==> src/rtl/smb_tmo_pkg.sv <==
// Package: shared constants and types for the bus timeout monitor.
// Assumes nothing beyond IEEE 1800-2017 packages.
package smb_tmo_pkg;

    // Default number of clock-source ticks that must be exceeded for bus-free.
    localparam int unsigned FREE_TICKS_DEF = 10;

    // Default width of the programmable low-timeout limit.
    localparam int unsigned LIMIT_W_DEF = 24;

    // Snapshot of both bus lines.
    typedef struct packed {
        logic scl;
        logic sda;
    } bus_lines_t;

endpackage

==> src/rtl/smb_low_timer.sv <==
// Module: clock-low timeout timer.
// Counts system clocks while the clock line is low, reloads while it is high,
// saturates at the limit and raises a sticky flag once per interval.
// Assumes scl is synchronized and the limit is held stable while counting.
module smb_low_timer #(
    parameter int unsigned CNT_W = 24
) (
    input  logic             clk,
    input  logic             rst_n,
    input  logic             en,
    input  logic             scl,
    input  logic [CNT_W-1:0] limit,
    input  logic             clr,
    output logic [CNT_W-1:0] cnt,
    output logic             flag
);

    logic [CNT_W-1:0] cnt_q;
    logic             flag_q;
    logic             below;
    logic             hit;

    // Purpose: detect that this edge completes the limit-th low sample.
    always_comb begin
        below = (cnt_q < limit);
        hit   = en && !scl && below && ((cnt_q + 1'b1) == limit);
    end

    // Purpose: reload while high or disabled, count while low, saturate at limit.
    always_ff @(posedge clk) begin
        if (!rst_n) begin
            cnt_q <= '0;
        end else if (!en || scl) begin
            cnt_q <= '0;
        end else if (below) begin
            cnt_q <= cnt_q + 1'b1;
        end
    end

    // Purpose: sticky flag, set on hit (priority over clear), cleared by pulse.
    always_ff @(posedge clk) begin
        if (!rst_n) begin
            flag_q <= 1'b0;
        end else if (!en) begin
            flag_q <= 1'b0;
        end else if (hit) begin
            flag_q <= 1'b1;
        end else if (clr) begin
            flag_q <= 1'b0;
        end
    end

    // Purpose: force the flag inactive in the same cycle the enable drops.
    assign flag = flag_q & en;
    assign cnt  = cnt_q;

endmodule

==> src/rtl/smb_free_detect.sv <==
// Module: bus-free detector.
// Counts clock-source ticks while both lines are high; declares the bus free
// once more than TICKS ticks have been seen. Any low line restarts the count.
// Assumes src_tick is a single-cycle pulse in the system clock domain.
module smb_free_detect
    import smb_tmo_pkg::*;
#(
    parameter int unsigned TICKS = FREE_TICKS_DEF
) (
    input  logic       clk,
    input  logic       rst_n,
    input  logic       en,
    input  bus_lines_t lines,
    input  logic       tick,
    output logic       free
);

    localparam int unsigned CW = $clog2(TICKS + 2);
    localparam logic [CW-1:0] LAST = CW'(TICKS);

    logic [CW-1:0] tick_cnt;
    logic          idle;

    // Purpose: both lines high means the bus could be idle.
    assign idle = lines.scl & lines.sda;

    // Purpose: count ticks while idle, saturating one past the threshold.
    always_ff @(posedge clk) begin
        if (!rst_n) begin
            tick_cnt <= '0;
        end else if (!en || !idle) begin
            tick_cnt <= '0;
        end else if (tick && (tick_cnt <= LAST)) begin
            tick_cnt <= tick_cnt + 1'b1;
        end
    end

    // Purpose: level output that drops in the same cycle a line goes low.
    assign free = en && idle && (tick_cnt > LAST);

endmodule

==> src/rtl/smbus_timeout_mon.sv <==
// Module: top of the bus timeout monitor.
// Joins the clock-low timer and the bus-free detector. Recovery is external.
// Assumes scl_in and sda_in are already synchronized to clk.
module smbus_timeout_mon
    import smb_tmo_pkg::*;
#(
    parameter int unsigned LIMIT_W    = LIMIT_W_DEF,
    parameter int unsigned FREE_TICKS = FREE_TICKS_DEF
) (
    input  logic               clk,
    input  logic               rst_n,
    input  logic               scl_in,
    input  logic               sda_in,
    input  logic               src_tick,
    input  logic               low_tmo_en,
    input  logic               free_tmo_en,
    input  logic [LIMIT_W-1:0] low_limit,
    input  logic               low_tmo_clr,
    output logic               low_tmo_flag,
    output logic               bus_free
);

    bus_lines_t         lines;
    logic [LIMIT_W-1:0] low_cnt;

    // Purpose: bundle the two line levels.
    assign lines = '{scl: scl_in, sda: sda_in};

    smb_low_timer #(.CNT_W(LIMIT_W)) u_low (
        .clk   (clk),
        .rst_n (rst_n),
        .en    (low_tmo_en),
        .scl   (scl_in),
        .limit (low_limit),
        .clr   (low_tmo_clr),
        .cnt   (low_cnt),
        .flag  (low_tmo_flag)
    );

    smb_free_detect #(.TICKS(FREE_TICKS)) u_free (
        .clk   (clk),
        .rst_n (rst_n),
        .en    (free_tmo_en),
        .lines (lines),
        .tick  (src_tick),
        .free  (bus_free)
    );

endmodule

==> config.mk <==
export PLATFORM = sky130hd
export DESIGN_NAME = smbus_timeout_mon
export DESIGN_NICKNAME = d
export VERILOG_FILES = /design/src/rtl/smb_tmo_pkg.sv /design/src/rtl/smb_low_timer.sv /design/src/rtl/smb_free_detect.sv /design/src/rtl/smbus_timeout_mon.sv
export SDC_FILE = /design/constraint.sdc
export NUM_CORES = 1
export LEC_CHECK = 0
export ABC_AREA = 1
export ABC_CLOCK_PERIOD_IN_PS = 2500
export BUFFER_PORTS_ARGS = -buffer_cell sky130_fd_sc_hd__buf_2
export CORE_MARGIN = 10
export CORE_UTILIZATION = 59
export CTS_CLUSTER_SIZE = 28
export DETAILED_ROUTE_END_ITERATION = 6
export PLACE_DENSITY = 0.81
export SLEW_MARGIN = 20
export SYNTH_ARGS = -nofsm -noshare
export SYNTH_HDL_FRONTEND = slang
export SYNTH_SLANG_ARGS = --single-unit
==> constraint.sdc <==
create_clock -name clk -period 2.5 [get_ports clk]
set_input_delay 0.25 -clock clk [delete_from_list [all_inputs] [get_ports clk]]
set_output_delay 0.25 -clock clk [all_outputs]
set_load 0.005 [all_outputs]
==> impl_metrics.yaml <==
run_status:
  status: "completed"
cts:
  cts_max_level: 2
  cts_tree: "done"
  cts_sinks: 29
  cts_setup_buffers: 0
  cts_root_buffer: "clkbuf_8"
  numCtsBuffers: 5
  ctsResizeCount: 0
  path_clk_slew_ns: 0.06
  ctsHoldBuffers: 0
  clockBufferDepth: 2
  worst_skew_pair.late_latency_ns: 0.30
power:
  power_leakage_nw: 1.60
  p_comb_share_pct: 11.4
  switching_share_pct: 27.6
  internal_power_uw: 703
  p_per_area_nw_per_um2: 303
  ir_worst_vdd_mv: 0.287
  clkPwrFrac_pct: 40.8
  p_sw_uw: 268
  p_seq_share_pct: 47.8
placed_design:
  portBuffers: 33
  dp_hpwl_um: 6000
  gp_congestion: 0.865
detailed_routing:
  dr.pass1.iters: 5
  vias: 3122
  ant_nets: 0
  viasPerCell: 5.37
  drc: 0
  wirelength_um: 7410
  wl_per_cell_um: 12.8
  first_iter_violations: 217
finish:
  antennaDiodeCount: 0
  drive_gt1_share_pct: 13.6
  nets: 587
  area_growth_pct: 14.6
grt:
  grt_pass1_wl_um: 12500
  grt_pass1_vias: 2896
  grt_usage_pct: 19.6
  grt_max_degree: 25
  overflow: 0
  antenna_found_initial: 0
sta:
  tightest_slew_ns: 0.518
  max-slew-margin-rel_pct: 65.4
  fin_hold_ws_ns: 0.195
  rsz0062_at_grt: "false"
  clock_skew_ns: 0.00686
  finalSetupTns_ns: 0
  fin_crit_sh_pct: 88.7
  drv_slew: 0
  period_needed_ns: 2.22
  setup_viol: 0
  max_freq_mhz: 451
  hold_viol_final: 0
yosys:
  synth_area_sq_um: 2800
  synthCells: 478
  synth_sequential_area_ratio_pct: 20.8
  synth_nets: 537
  ys_types: 29
  avgSynthCellArea_sq_um: 5.85
  yosys_warnings: 0
  ys_seq_elements: 29
setup_path:
  cp_max_fo: 9
  cp-end-kind: "flop"
  r2r_slack_ns: 0.28
  path_class: "reg -> reg"
  critPathRequiredTime_ns: 2.73
  startpoint_type: "flop"
  r2r_cells: 16
  crit_arrival_ns: 2.45
hold_path:
  hold_path_class: "in -> reg"
  worstHoldPathCells: 4
floorplanning:
  num_rows: 24
  io_pins: 34
  die_x_um: 88.8
  core_area_sq_um: 4470
  initial_core_util_pct: 62.5
  die_y_um: 88.8
  design.die.area_sq_um: 7890
run:
  maxCapViolCount: 0
## metal layers
metal / global-route usage [%] / share of wire, % / up-vias
met5: 0 / 0 / -
li1: - / - / 1649
met2: 31.3 / 44 / 96
met1: 25.0 / 47 / 1363
met3: 4.32 / 6.6 / 14
met4: 7.49 / 2.1 / 0
## cell usage after synthesis, drive strengths merged
| cell type | n | share of area (%) |
|---|---|---|
| a211oi | 1 | 0.27 |
| a21oi | 37 | 6.6 |
| and3 | 1 | 0.22 |
| buf | 4 | 0.67 |
| clkbuf | 2 | 0.27 |
| dfxtp | 29 | 21 |
| ha | 27 | 12 |
| inv | 64 | 8.6 |
| nand2 | 153 | 21 |
| nand3 | 56 | 10 |
| nand3b | 1 | 0.27 |
| nand4 | 6 | 1.3 |
| nor2 | 59 | 10 |
| nor3 | 1 | 0.18 |
| nor3b | 1 | 0.27 |
| nor4 | 1 | 0.22 |
| o211ai | 1 | 0.27 |
| o21ai | 28 | 5.0 |
| o21bai | 3 | 0.81 |
| or2 | 1 | 0.22 |
| xnor2 | 1 | 0.31 |
| xor2 | 1 | 0.31 |
## worst max-delay path, cell delays in order, from the launching register on
cell and delay, ns:
dfxtp_1 0.34, buf_4 0.13, ha_1 0.22, nand2_2 0.13, nor2_8 0.19, nand2_2 0.10
nor2_4 0.17, nand2_1 0.06, nand2_1 0.07, nand2_1 0.07, nand2_1 0.06, nand2_1 0.05
nor2_1 0.14, nand2_1 0.06, nor2_1 0.10, nand3_1 0.11, a21oi_1 0.15
## power by group through the flow
stage / registers (mW) / clock network (mW) / logic [mW]
CTS: 0.464 / 0.392 / 0.111
global route: 0.464 / 0.409 / 0.129
floorplan: 0.475 / 0 / 0.0639
finish: 0.464 / 0.396 / 0.111
detailed placement: 0.475 / 0 / 0.110
global placement: 0.475 / 0 / 0.107
## path summary, 6_finish.rpt
kind / startpoint / end
setup reg to reg: u_low.cnt[1] / u_low.flag_q
hold / removal: low_tmo_clr / u_low.flag_q
setup / recovery: u_low.cnt[1] / u_low.flag_q
hold reg to reg: u_low.flag_q / u_low.flag_q
## cell usage in the layout (no fill, tap or decap), types with 2 or more instances in the layout
| cell | count |
|---|---|
| nor2_1 | 48 |
| clkinv_2 | 2 |
| nor2_2 | 5 |
| buf_2 | 33 |
| nand3_1 | 56 |
| nand4_1 | 6 |
| o21bai_1 | 3 |
| inv_1 | 64 |
| nand2_2 | 3 |
| a21oi_1 | 37 |
| clkbuf_8 | 5 |
| ha_1 | 27 |
| nor2_4 | 5 |
| o21ai_0 | 27 |
| buf_4 | 16 |
| dfxtp_1 | 29 |
| nand2_1 | 149 |
## kinds of logic after synthesis
group | count (synthesis) | share of synthesized area (%)
XOR/XNOR | 2 | 0.627
flip-flops | 29 | 20.8
AO/OA/AOI/OAI | 70 | 13.0
buffers and inverters | 70 | 9.53
AND/OR/NAND/NOR | 280 | 44.0
adder cells (fa/ha/maj) | 27 | 12.1
## area by class of cell
class | instances | area [sq um]
clock buffers | 6 | 72.6
clock inverters | 2 | 10.0
fillers | 406 | 1270
inverters | 64 | 240
multi-input cells | 379 | 1950
flip-flops and latches | 29 | 581
well taps | 52 | 65.1
repair buffers | 49 | 285
## registers in the layout (all words and copies together), names as in the netlist
register         count
u_low.cnt           24
u_low.flag_q         1
u_free.tick_cnt      4
## per-stage QoR
stage	area, sq um	utilization [%]	power (mW)	std cells	worst slack, ns
after floorplan	2800	-	0.538	478	0.680
after global placement	3120	69.7	0.581	573	0.107
after detailed placement	3120	69.7	0.585	573	0.0489
after CTS	3200	71.6	0.967	581	0.0599
after global routing	3210	71.6	1.00	581	0.0348
final	3210	71.6	0.971	581	0.283
No activity file was read; power rests on OpenSTA's default activity.
